`config.mk`:
```
export PLATFORM = sky130hd
export DESIGN_NAME = can_test_ctrl
export DESIGN_NICKNAME = d
export VERILOG_FILES = /design/src/rtl/can_test_pkg.sv /design/src/rtl/cantest_sync.sv /design/src/rtl/cantest_fields.sv /design/src/rtl/cantest_txdrv.sv /design/src/rtl/cantest_rdmux.sv /design/src/rtl/can_test_ctrl.sv
export SDC_FILE = /design/constraint.sdc
export NUM_CORES = 1
export LEC_CHECK = 0
export ABC_CLOCK_PERIOD_IN_PS = 1200
export BUFFER_PORTS_ARGS = -buffer_cell sky130_fd_sc_hd__buf_2
export CAP_MARGIN = 20
export CORE_MARGIN = 10
export CORE_UTILIZATION = 25
export DETAILED_ROUTE_END_ITERATION = 12
export GPL_ROUTABILITY_DRIVEN = 0
export PLACE_DENSITY = 0.87
export RECOVER_POWER = 25
export SLEW_MARGIN = 20
export SYNTH_ARGS = -nofsm -noshare
export SYNTH_HDL_FRONTEND = slang
export SYNTH_SLANG_ARGS = --single-unit
```
`constraint.sdc`:
```
create_clock -name clk -period 1.2 [get_ports clk]
set_clock_uncertainty 0.2 [all_clocks]
set_input_delay 0.06 -clock clk [delete_from_list [all_inputs] [get_ports clk]]
set_output_delay 0.06 -clock clk [all_outputs]
set_load 0.02 [all_outputs]
```
`src/rtl/can_test_pkg.sv`:
```
package can_test_pkg;

  localparam int REG_W     = 32;
  localparam int BUFNUM_W  = 5;
  localparam int TXSEL_W   = 2;

  // bit positions in the test register image
  localparam int LBK_BIT       = 4;
  localparam int TXSEL_LSB     = 5;
  localparam int RXPIN_BIT     = 7;
  localparam int PREP_LSB      = 8;
  localparam int PREP_VLD_BIT  = 13;
  localparam int START_LSB     = 16;
  localparam int START_VLD_BIT = 21;

  typedef enum logic [TXSEL_W-1:0] {
    TXSEL_CORE  = 2'd0,
    TXSEL_SPMON = 2'd1,
    TXSEL_DOM   = 2'd2,
    TXSEL_REC   = 2'd3
  } txsel_e;

  typedef struct packed {
    txsel_e txsel;
    logic   loopback;
  } test_fields_t;

endpackage

```
`src/rtl/cantest_sync.sv`:
```
module cantest_sync #(
  parameter int   STAGES  = 2,
  parameter logic RST_VAL = 1'b1
) (
  input  logic clk,
  input  logic rst_n,
  input  logic din,
  output logic dout
);

  localparam int LAST = STAGES - 1;

  logic [LAST:0] stage_q;
  logic [LAST:0] stage_d;

  generate
    if (STAGES == 1) begin : g_single
      always_comb stage_d = din;
    end else begin : g_chain
      always_comb stage_d = {stage_q[LAST-1:0], din};
    end
  endgenerate

  always_ff @(posedge clk or negedge rst_n) begin
    if (!rst_n) stage_q <= {STAGES{RST_VAL}};
    else        stage_q <= stage_d;
  end

  assign dout = stage_q[LAST];

endmodule

```
`src/rtl/cantest_fields.sv`:
```
module cantest_fields
  import can_test_pkg::*;
#(
  parameter int          ADDR_W      = 8,
  parameter int unsigned TEST_OFFSET = 32'h10
) (
  input  logic              clk,
  input  logic              rst_n,
  input  logic              test_en,
  input  logic              wr_en,
  input  logic [ADDR_W-1:0] wr_addr,
  input  logic [REG_W-1:0]  wr_data,
  output test_fields_t      fields_eff
);

  localparam logic [ADDR_W-1:0] HIT_ADDR = ADDR_W'(TEST_OFFSET);

  test_fields_t fields_q;
  test_fields_t fields_d;
  logic         addr_hit;
  logic         fld_ce;
  logic         unused_wr_bits;

  assign addr_hit       = (wr_addr == HIT_ADDR);
  assign unused_wr_bits = ^{wr_data[REG_W-1:RXPIN_BIT], wr_data[LBK_BIT-1:0]};

  // next-state: clear while test mode is off, load on an accepted write
  always_comb begin
    fld_ce   = 1'b0;
    fields_d = fields_q;
    if (!test_en) begin
      fld_ce   = 1'b1;
      fields_d = '0;
    end else if (wr_en && addr_hit) begin
      fld_ce            = 1'b1;
      fields_d.txsel    = txsel_e'(wr_data[TXSEL_LSB +: TXSEL_W]);
      fields_d.loopback = wr_data[LBK_BIT];
    end
  end

  always_ff @(posedge clk or negedge rst_n) begin
    if (!rst_n)      fields_q <= '0;
    else if (fld_ce) fields_q <= fields_d;
  end

  // the fields take their reset value in the same cycle test mode drops
  assign fields_eff = test_en ? fields_q : '0;

endmodule

```
`src/rtl/cantest_txdrv.sv`:
```
module cantest_txdrv
  import can_test_pkg::*;
(
  input  logic   clk,
  input  logic   rst_n,
  input  txsel_e txsel,
  input  logic   core_tx,
  input  logic   core_bit_end,
  input  logic   core_sp,
  output logic   bus_tx
);

  logic bit_q;
  logic bit_d;

  assign bit_d = core_tx;

  // core bit held for a whole bit time, reloaded on each bit-end strobe
  always_ff @(posedge clk or negedge rst_n) begin
    if (!rst_n)            bit_q <= 1'b1;
    else if (core_bit_end) bit_q <= bit_d;
  end

  always_comb begin
    unique case (txsel)
      TXSEL_CORE:  bus_tx = bit_q;
      TXSEL_SPMON: bus_tx = ~core_sp;
      TXSEL_DOM:   bus_tx = 1'b0;
      TXSEL_REC:   bus_tx = 1'b1;
      default:     bus_tx = 1'b1;
    endcase
  end

endmodule

```
`src/rtl/cantest_rdmux.sv`:
```
module cantest_rdmux
  import can_test_pkg::*;
#(
  parameter int          ADDR_W      = 8,
  parameter int unsigned TEST_OFFSET = 32'h10
) (
  input  logic                rd_en,
  input  logic [ADDR_W-1:0]   rd_addr,
  input  test_fields_t        fields,
  input  logic                rx_level,
  input  logic [BUFNUM_W-1:0] start_num,
  input  logic                start_vld,
  input  logic [BUFNUM_W-1:0] prep_num,
  input  logic                prep_vld,
  output logic [REG_W-1:0]    rdata
);

  localparam logic [ADDR_W-1:0] HIT_ADDR = ADDR_W'(TEST_OFFSET);

  logic [REG_W-1:0] image;

  always_comb begin
    image                           = '0;
    image[LBK_BIT]                  = fields.loopback;
    image[TXSEL_LSB +: TXSEL_W]     = fields.txsel;
    image[RXPIN_BIT]                = rx_level;
    image[PREP_LSB +: BUFNUM_W]     = prep_num;
    image[PREP_VLD_BIT]             = prep_vld;
    image[START_LSB +: BUFNUM_W]    = start_num;
    image[START_VLD_BIT]            = start_vld;
  end

  assign rdata = (rd_en && (rd_addr == HIT_ADDR)) ? image : '0;

endmodule

```
`src/rtl/can_test_ctrl.sv`:
```
module can_test_ctrl
  import can_test_pkg::*;
#(
  parameter int          ADDR_W      = 8,
  parameter int unsigned TEST_OFFSET = 32'h10,
  parameter int          SYNC_STAGES = 2
) (
  input  logic                clk,
  input  logic                rst_n,
  input  logic                test_en,
  input  logic                reg_wr,
  input  logic                reg_rd,
  input  logic [ADDR_W-1:0]   reg_addr,
  input  logic [REG_W-1:0]    reg_wdata,
  output logic [REG_W-1:0]    reg_rdata,
  input  logic                core_tx,
  input  logic                core_bit_end,
  input  logic                core_sp,
  output logic                core_rx,
  input  logic [BUFNUM_W-1:0] start_num,
  input  logic                start_vld,
  input  logic [BUFNUM_W-1:0] prep_num,
  input  logic                prep_vld,
  input  logic                bus_rx,
  output logic                bus_tx
);

  test_fields_t        fld_eff;
  logic                rx_lvl;
  logic [TXSEL_W-1:0]  txsel_eff;
  logic                lb_eff;

  cantest_fields #(
    .ADDR_W      (ADDR_W),
    .TEST_OFFSET (TEST_OFFSET)
  ) i_fields (
    .clk        (clk),
    .rst_n      (rst_n),
    .test_en    (test_en),
    .wr_en      (reg_wr),
    .wr_addr    (reg_addr),
    .wr_data    (reg_wdata),
    .fields_eff (fld_eff)
  );

  cantest_sync #(
    .STAGES  (SYNC_STAGES),
    .RST_VAL (1'b1)
  ) i_rx_sync (
    .clk   (clk),
    .rst_n (rst_n),
    .din   (bus_rx),
    .dout  (rx_lvl)
  );

  cantest_txdrv i_txdrv (
    .clk          (clk),
    .rst_n        (rst_n),
    .txsel        (fld_eff.txsel),
    .core_tx      (core_tx),
    .core_bit_end (core_bit_end),
    .core_sp      (core_sp),
    .bus_tx       (bus_tx)
  );

  cantest_rdmux #(
    .ADDR_W      (ADDR_W),
    .TEST_OFFSET (TEST_OFFSET)
  ) i_rdmux (
    .rd_en     (reg_rd),
    .rd_addr   (reg_addr),
    .fields    (fld_eff),
    .rx_level  (rx_lvl),
    .start_num (start_num),
    .start_vld (start_vld),
    .prep_num  (prep_num),
    .prep_vld  (prep_vld),
    .rdata     (reg_rdata)
  );

  assign txsel_eff = fld_eff.txsel;
  assign lb_eff    = fld_eff.loopback;

  // loop-back feeds the core its own transmit bit
  assign core_rx = lb_eff ? core_tx : rx_lvl;

endmodule

```
==> reports/metrics.yaml, run 1 <==
path_class: "register to output pin"
hold_start: "reg_wr"
synth.avg_cell_area_sq_um: 9.34
syn_inst: 60
track_usage: 0.0901
seq_area_frac_synth: 0.275
p_comb_frac: 0.310
path_max_fanout: 2
nFillCells: 196
cp_cell_sequence: "nand2_2 -> mux2_4 -> buf_6"
slowest_stage: "dfrtp_1"
numPortBuffers: 49
rsz0062_at_grt: "true"
start_kind: "register"
placed_cell_area_sq_um: 783
switchingPower_uw: 176
fin_setup_tns_ns: -2.07
synth_area_sq_um: 561
drcViolationCount: 0
power_switching_share: 0.291
nets: 188
yosys_warnings: 0
final_util: 0.505
ir_worst_vdd_v: 0.000476
die_h_microns: 67.4
hold_viol: 0
core_sq_um: 2170
first_global_vias: 677
p_seq_frac: 0.362
antenna_cells: 0
die_area_sq_um: 4540
rr_startpoint: "i_fields.fields_q[0]"
cts.sinks: 6
wirelength_mm: 2.31
dp_hpwl_mm: 1.75
initial_core_util: 0.258
drive_above_1_share: 0.659
instances_no_fill: 154
clock.fmax_ghz: 0.716
grt-ovfl-total: 0
clock_path_buffers: 2
intPower_uw: 428
initialDrtViolationCount: 14
final_area_sq_um: 1100
p_clk_frac: 0.328
critPathCaptureType: "output pin"
setup.worst_path.start: "i_fields.fields_q[0]"
setup-violations-final: 21
worstPathArrival_ns: 1.14
insertion_delay_ns: 0.24
cap_violations: 0
vias: 616
row_count: 17
dp.cells: 137
cts_max_level: 1
dr.pass1.iters: 3
drv_slew: 0
layout_min_cycle_time_ns: 1.40
power_density_nw_per_um2: 551
wl_per_cell_microns: 15.0
yosys_register_bits: 6
postRouteAntennaNets: 0
antenna_found_initial: 0
p_leak_uw: 0.000593
io_pins: 95
crit_family: "flip-flops"
synthToLayoutAreaGrowth_pct: 95.5
ys_types: 18
grt_max_degree: 9
cts_tree: "done"
violations: "setup timing"
die_width_microns: 67.4
worst_path_largest_cell_delay_ns: 0.38
grt_pass1_wl_mm: 3.15
status: "complete, but fails checks"
hold_class: "input port to register"
critPathBufInv: 1
fin_crit_sh: 1.16
vias_per_cell: 4.00
clk_pin_slew_worst_paths_ns: 0.05
cts-root-buf: "clkbuf_4"
worst-endpoint-required_ns: 0.94
cts_buffers: 3
fin_ws_ns: -0.196
## kinds of logic (layout without fill, tap and decap cells)
kind of cell | after synthesis | after routing | synth area share
AND/OR/NAND/NOR | 28 | 29 | 0.364
buffers and inverters | 18 | 68 | 0.243
flip-flops | 6 | 6 | 0.275
multiplexers | 5 | 5 | 0.0937
AO/OA/AOI/OAI | 2 | 2 | 0.0179
other | 1 | 16 | 0.00669
## registers in the layout, summed over array words and instances (netlist names)
register / cells
i_txdrv.bit_q: 1
i_rx_sync.stage_q: 2
i_fields.fields_q: 3
## cell usage in the layout (no fill, tap or decap), types with 2 or more instances in the layout
master / Yosys / final
buf_2: 1 / 27
buf_6: 1 / 20
conb_1: 1 / 16
and2_4: 0 / 13
dlygate4sd3_1: 0 / 9
buf_4: 16 / 7
nand2_1: 7 / 6
and3_4: 1 / 3
mux2i_1: 3 / 3
clkbuf_4: 0 / 3
dfrtp_1: 3 / 3
dfstp_2: 3 / 3
and3_2: 3 / 2
o21ai_1: 0 / 2
clkbuf_1: 0 / 2
## stage by stage
stage	hold slack [ns]	setup slack, ns	total power (uW)
after global placement	-0.314	-0.149	357
after global routing	0.0107	-0.260	655
after CTS	0.00933	-0.203	613
final	0.0164	-0.196	604
after floorplan	-0.436	0.0271	332
after detailed placement	-0.305	-0.185	361
## tightest hold or removal path, delay by kind of cell
kind / cells / cell delay [ns]
AND/OR/NAND/NOR: 1 / 0.16
buffers and inverters: 1 / 0.10
multiplexers: 1 / 0.09
## path summary, 6_finish.rpt
path / endpoint / slack, ns / cells after the start
setup / recovery: core_rx / -0.20 / 3
hold / removal: i_fields.fields_q[2] / 0.02 / 3
setup reg to reg: i_fields.fields_q[0] / 0.15 / 4
hold reg to reg: i_rx_sync.stage_q[1] / 0.15 / 0
max in group asynchronous: i_fields.fields_q[2] / 0 / 3
min in group asynchronous: i_rx_sync.stage_q[0] / 0.21 / 2
## per-layer routing
| layer | wire length, microns | vias to the layer above | track usage |
|---|---|---|---|
| met4 | 49 | 0 | 0.0359 |
| met3 | 329 | 4 | 0.0347 |
| met5 | 0 | - | 0 |
| met1 | 709 | 275 | 0.0702 |
| met2 | 1220 | 41 | 0.190 |
| li1 | - | 296 | - |
## cell usage after synthesis
library cell	n	area, sq um
nor4b_4	1	23.8
mux2i_1	3	30.0
nand3_1	1	5.00
and2_2	12	90.1
and3_2	3	22.5
nor4_2	1	12.5
dfstp_2	3	78.8
o21ai_0	2	10.0
and2_1	1	6.26
nand2_1	7	26.3
nor2b_1	1	6.26
dfrtp_1	3	75.1
mux2_2	2	22.5
and3_4	1	11.3
buf_2	1	5.00
buf_6	1	11.3
buf_4	16	120
conb_1	1	3.75
## power by group through the flow
stage	Sequential, uW	Clock, uW	Combinational, uW
global placement	221	0	137
CTS	219	210	184
global route	219	231	204
floorplan	220	0	112
detailed placement	221	0	139
finish	219	198	187
## repair_timing
action,in CTS,in global routing
buffers inserted,2,1
resized for setup,58,0
hold buffers,9,0
endpoints found under the setup margin,18,18
hold endpoints to repair,11,0
pin swaps,21,3
gates cloned,1,0
## layout make-up
| class | instances | area, sq um | area share |
|---|---|---|---|
| clock buffers | 4 | 26.3 | 0.0240 |
| multi-input cells | 52 | 374 | 0.341 |
| flip-flops and latches | 6 | 154 | 0.140 |
| well taps | 28 | 35.0 | 0.0320 |
| repair buffers | 64 | 507 | 0.462 |
Power figures use the tool's default switching activity.
==> inputs of run 2 (changes only) <==
CORE_ASPECT_RATIO = 1.75   (was unset)
PLACE_DENSITY = 0.77   (was 0.87)
RECOVER_POWER = unset   (was 25)
SYNTH_HIERARCHICAL = 1   (was unset)
==> run 2 against run 1 <==
  * The run ends with hold timing, setup timing left
  * Power increased by 53%
  * Critical path type unchanged
  * Area after synthesis increased by 37%
  * Global-route usage increased by 0.89 points
  * Critical path depth increased by 2
==> reports/metrics.yaml, run 2 <==
status: "complete, but fails checks"
violations: "hold timing, setup timing"
path_class: "register to output pin"
grt_pass1_wl_mm: 4.44  # +41%
numPortBuffers: 49  # unchanged
track_usage: 0.0990  # +0.00886
drv_slew: 0  # unchanged
vias: 877  # +42%
hold_slack_ns: -0.0126  # -0.0290 ns
dr.pass1.iters: 4  # +1
io_pins: 95  # unchanged
cap_violations: 0  # unchanged
fin_crit_sh: 1.19  # +0.0301
instances_no_fill: 194  # +26%
rsz0062_at_grt: "true"
synth_top_area_share: 0.176  # -0.0384
nets: 228  # +21%
async_flop_share: 1.00  # unchanged
die_area_sq_um: 5780  # +27%
fin_setup_tns_ns: -2.69  # -0.620 ns
die_width_microns: 61.9  # -8.1%
die_h_microns: 93.3  # +39%
insertion_delay_ns: 0.22  # -0.02 ns
core_sq_um: 2930  # +35%
power_density_nw_per_um2: 525  # -4.8%
ir_worst_vdd_v: 0.000887  # +86%
grt_max_degree: 18  # +9
synth.most_common_cell: "buf_4"
synth.avg_cell_area_sq_um: 9.04  # -3.3%
clock_path_buffers: 2  # unchanged
yosys_warnings: 6  # +6
synth_area_leader_cell: "buf_4"
dp.cells: 167  # +22%
mostFrequentLayoutCells: "buf_4 (28), buf_2 (25), nor4_4 (16), conb_1 (16)"
dp_hpwl_mm: 1.99  # +14%
antenna_cells: 0  # unchanged
final_util: 0.600  # +0.0944
cts_buffers: 3  # unchanged
cts_tree: "done"
hold_viol: 3  # +3
path_max_fanout: 2  # unchanged
fin_ws_ns: -0.232  # -0.0361 ns
drcViolationCount: 0  # unchanged
postRouteAntennaNets: 0  # unchanged
hold_class: "input port to register"
initialDrtViolationCount: 14  # unchanged
wl_per_cell_microns: 15.3  # +1.9%
setup-violations-final: 19  # -9.5%
synth_area_sq_um: 768  # +37%
synth_flop_cell: "dfstp_2"
antenna_found_initial: 0  # unchanged
ys_top_cells_by_count: "buf_4 (18), nand2b_1 (17), nor4_2 (10), nand2_1 (6), nor4_1 (6)"
ys_top_cells_by_area: "buf_4 (18%), nor4_2 (16%), nand2b_1 (14%)"
synthToLayoutAreaGrowth_pct: 129
layout_min_cycle_time_ns: 1.43  # +0.0361 ns
drive_above_1_share: 0.693  # +0.0340
cts.sinks: 6  # unchanged
ys_types: 23  # +5
cts_max_level: 1  # unchanged
start_kind: "register"
worst-endpoint-required_ns: 0.94  # about the same
row_count: 26  # +9
final_common_cell: "buf_4"
cts-root-buf: "clkbuf_8"
first_global_vias: 944  # +39%
wirelength_mm: 2.97  # +28%
clock.fmax_ghz: 0.698  # -2.5%
initial_core_util: 0.262  # +0.00403
nFillCells: 256  # +31%
clk_pin_slew_worst_paths_ns: 0.04  # about the same
p_leak_uw: 0.000898  # +52%
largest_reg_flops: 3  # unchanged
regMostFlops: "i_fields/fields_q"
seq_area_frac_synth: 0.200  # -0.0742
worstPathArrival_ns: 1.17  # +0.03 ns
syn_inst: 85  # +42%
synth-edff-count: 0  # unchanged
critPathCaptureType: "output pin"
power.total_uw: 921  # +53%
pre_cts_slack_ns: -0.130  # +0.0545 ns
vias_per_cell: 4.52  # +13%
reg_top3: "i_fields/fields_q: 3 flops, i_rx_sync/stage_q: 2 flops, i_txdrv/bit_q: 1 flops"
grt-ovfl-total: 0  # unchanged
yosys_register_bits: 6  # unchanged
-- run 2: cell count changes after synthesis, sizes merged, moves of 2 or more --
cell,previous run,this run
nand2b,0,17
nor4,1,16
and2,13,0
and3,4,0
buf,18,22
inv,0,3
o21ai,2,0
or2,0,2
-- run 2: cells by family (layout without fill, tap and decap cells) --
logic type      after synthesis  in the layout  synth area share
simple gates                 46             46             0.461
flops                         6              6             0.200
buf+inv                      26             92             0.249
other cells                   1             16           0.00488
mux                           5              5            0.0733
compound gates                1              1            0.0114
-- run 2: repair_timing --
action,CTS,global route
cloned,3,0
gates resized for setup,50,13
hold endpoints to repair,11,0
pin swaps,11,6
setup endpoints to repair,18,19
buffers inserted,8,4
hold buffers,9,0
-- run 2: area by class of cell --
type	instances	area (sq um)	area share
sequential	6	154	0.0877
tap	28	35.0	0.0200
timing repair buffer	85	795	0.453
multi-input combinational	68	716	0.408
clock buffer	4	45.0	0.0257
inverter	3	11.3	0.00641
-- run 2: stage by stage --
step	hold slack, ns	cell area, sq um
global placement	-0.318	1170
floorplan	-0.436	920
global route	0.00495	1760
CTS	-0.0120	1650
finish	-0.0126	1760
detailed placement	-0.317	1170
-- run 2: per-layer routing --
layer	part of all wire	vias to the layer above	global-route usage
met3	0.076	4	0.0257
met1	0.33	408	0.102
li1	-	427	-
met5	0	-	0
met4	0.010	0	0.0337
met2	0.59	38	0.181
-- run 2: critical path, cell delays in order, from the launching register on --
cell and delay (ns):
dfrtp_1 0.37, nand2_2 0.07, inv_2 0.04, buf_6 0.10, a22o_1 0.23, buf_6 0.13
-- run 2: worst paths after layout --
path                                           start              endpoint  slack (ns)  cells after the start
worst max-delay path            i_fields/fields_q[1]                bus_tx       -0.23                      5
worst min-delay path                     reg_addr[6]  i_fields/fields_q[2]       -0.01                      3
min in group asynchronous                      rst_n  i_rx_sync/stage_q[1]        0.14                      2
worst max register to register  i_fields/fields_q[1]  i_fields/fields_q[1]       -0.14                      7
max in group asynchronous                      rst_n  i_fields/fields_q[2]        0.10                      3
worst min register to register  i_rx_sync/stage_q[0]  i_rx_sync/stage_q[1]        0.15                      0
-- run 2: where the power goes --
group / total (uW) / switching (uW) / internal (uW)
registers: 219 / 3.70 / 216
logic: 386 / 193 / 193
clock network: 315 / 87.0 / 228
==> inputs of run 3 (changes only) <==
RECOVER_POWER = 50   (was unset)
==> run 3 against run 2 <==
  * The flow still finishes with violations (hold timing, setup timing)
  * Routed wire length is essentially flat
  * Clock power is essentially flat
  * Via count is the same
  * Die area is the same
  * Combinational power is essentially flat
  * Utilization is essentially flat
  * Sequential cell count is the same
  * Sequential share of layout area is essentially flat
  * Final area is essentially flat
  * Global-route usage is the same
  * Clock-buffer cell count is the same
  * Power is essentially flat
  * Critical endpoint unchanged
==> reports/metrics.yaml, run 3 (synthesis gave the netlist of run 2 again) <==
cap_violations: 0  # unchanged
pre_cts_slack_ns: -0.130  # unchanged
cts_max_level: 1  # unchanged
power_density_nw_per_um2: 525  # about the same
path_max_fanout: 2  # unchanged
row_count: 26  # unchanged
hold_viol: 3  # unchanged
dp_hpwl_mm: 1.99  # unchanged
worstPathArrival_ns: 1.17  # about the same
clk_pin_slew_worst_paths_ns: 0.04  # about the same
postRouteAntennaNets: 0  # unchanged
insertion_delay_ns: 0.22  # about the same
status: "complete, but fails checks"
initialDrtViolationCount: 14  # unchanged
regMostFlops: "i_fields/fields_q"
die_h_microns: 93.3  # unchanged
instances_no_fill: 194  # unchanged
die_width_microns: 61.9  # unchanged
final_area_sq_um: 1750  # about the same
ir_worst_vdd_v: 0.000887  # about the same
vias_per_cell: 4.52  # unchanged
dp.cells: 167  # unchanged
dr.pass1.iters: 4  # unchanged
setup-violations-final: 19  # unchanged
cts_tree: "done"
vias: 877  # unchanged
mostFrequentLayoutCells: "buf_4 (28), buf_2 (24), nor4_4 (16), conb_1 (16)"
worst-endpoint-required_ns: 0.94  # about the same
hold_slack_ns: -0.0127  # -0.00000830 ns
final_common_cell: "buf_4"
reg_top3: "i_fields/fields_q: 3 flops, i_rx_sync/stage_q: 2 flops, i_txdrv/bit_q: 1 flops"
grt_max_degree: 18  # unchanged
first_global_vias: 944  # unchanged
drcViolationCount: 0  # unchanged
fin_ws_ns: -0.232  # -0.00000900 ns
numPortBuffers: 49  # unchanged
layout_min_cycle_time_ns: 1.43  # +0.00000900 ns
clock_path_buffers: 2  # unchanged
fin_crit_sh: 1.19  # about the same
placed_cell_area_sq_um: 1170  # unchanged
largest_reg_flops: 3  # unchanged
wirelength_mm: 2.97  # about the same
die_area_sq_um: 5780  # unchanged
grt_pass1_wl_mm: 4.44  # unchanged
antenna_cells: 0  # unchanged
clock.fmax_ghz: 0.698  # about the same
initial_core_util: 0.262  # unchanged
antenna_found_initial: 0  # unchanged
cts.sinks: 6  # unchanged
grt-ovfl-total: 0  # unchanged
start_kind: "register"
critPathCaptureType: "output pin"
cts_buffers: 3  # unchanged
hold_class: "input port to register"
drv_slew: 0  # unchanged
path_class: "register to output pin"
wl_per_cell_microns: 15.3  # about the same
p_leak_uw: 0.000895  # -0.31%
synthToLayoutAreaGrowth_pct: 128  # about the same
core_sq_um: 2930  # unchanged
io_pins: 95  # unchanged
nets: 228  # unchanged
drive_above_1_share: 0.687  # -0.00602
cts-root-buf: "clkbuf_8"
violations: "hold timing, setup timing"
rsz0062_at_grt: "true"
track_usage: 0.0990  # unchanged
==> run 3: routing by layer <==
layer | wire length (microns) | GRT usage | up-vias
met2 | 1740 | 0.181 | 38
met4 | 31 | 0.0337 | 0
met5 | 0 | 0 | -
li1 | - | - | 427
met1 | 967 | 0.102 | 408
met3 | 226 | 0.0257 | 4
==> run 3: layout make-up <==
class	count	area [sq um]
flip-flops and latches	6	154
clock buffers	4	45.0
inverters	3	11.3
repair buffers	85	793
fillers	255	1170
well taps	28	35.0
multi-input cells	68	716
==> run 3: final timing paths <==
path	start	end	slack [ns]	depth (start not counted)
worst max-delay path	i_fields/fields_q[1]	bus_tx	-0.23	5
worst min-delay path	reg_addr[6]	i_fields/fields_q[2]	-0.01	3
worst max register to register	i_fields/fields_q[1]	i_fields/fields_q[1]	-0.14	7
worst min register to register	i_rx_sync/stage_q[0]	i_rx_sync/stage_q[1]	0.15	0
max in group asynchronous	rst_n	i_fields/fields_q[2]	0.03	3
min in group asynchronous	rst_n	i_rx_sync/stage_q[1]	0.19	2
==> run 3: report_power, final <==
group          total [uW]  internal, uW  switching [uW]
sequential            219           216            3.70
combinational         386           192             193
clock                 315           228            87.0
total                 920           636             284
==> run 3: worst max-delay path: stages, from the launching register on <==
cell     delay, ns
dfrtp_1       0.37
nand2_2       0.07
inv_2         0.04
buf_6         0.10
a22o_1        0.23
buf_6         0.13
==> run 3: what timing repair did <==
item	CTS	global route
hold buffers	9	0
resized for setup	50	13
endpoints found under the hold margin	11	0
cloned	3	0
pin swaps	11	6
buffers inserted	8	4
endpoints found under the setup margin	18	19
==> run 3: metrics by stage <==
step | utilization | total power (uW) | TNS, ns
final | 0.599 | 920 | -2.69
after detailed placement | 0.400 | 479 | -2.09
after floorplan | - | 416 | -1.24
after global placement | 0.400 | 474 | -1.81
after CTS | 0.564 | 898 | -2.94
after global routing | 0.599 | 962 | -3.59
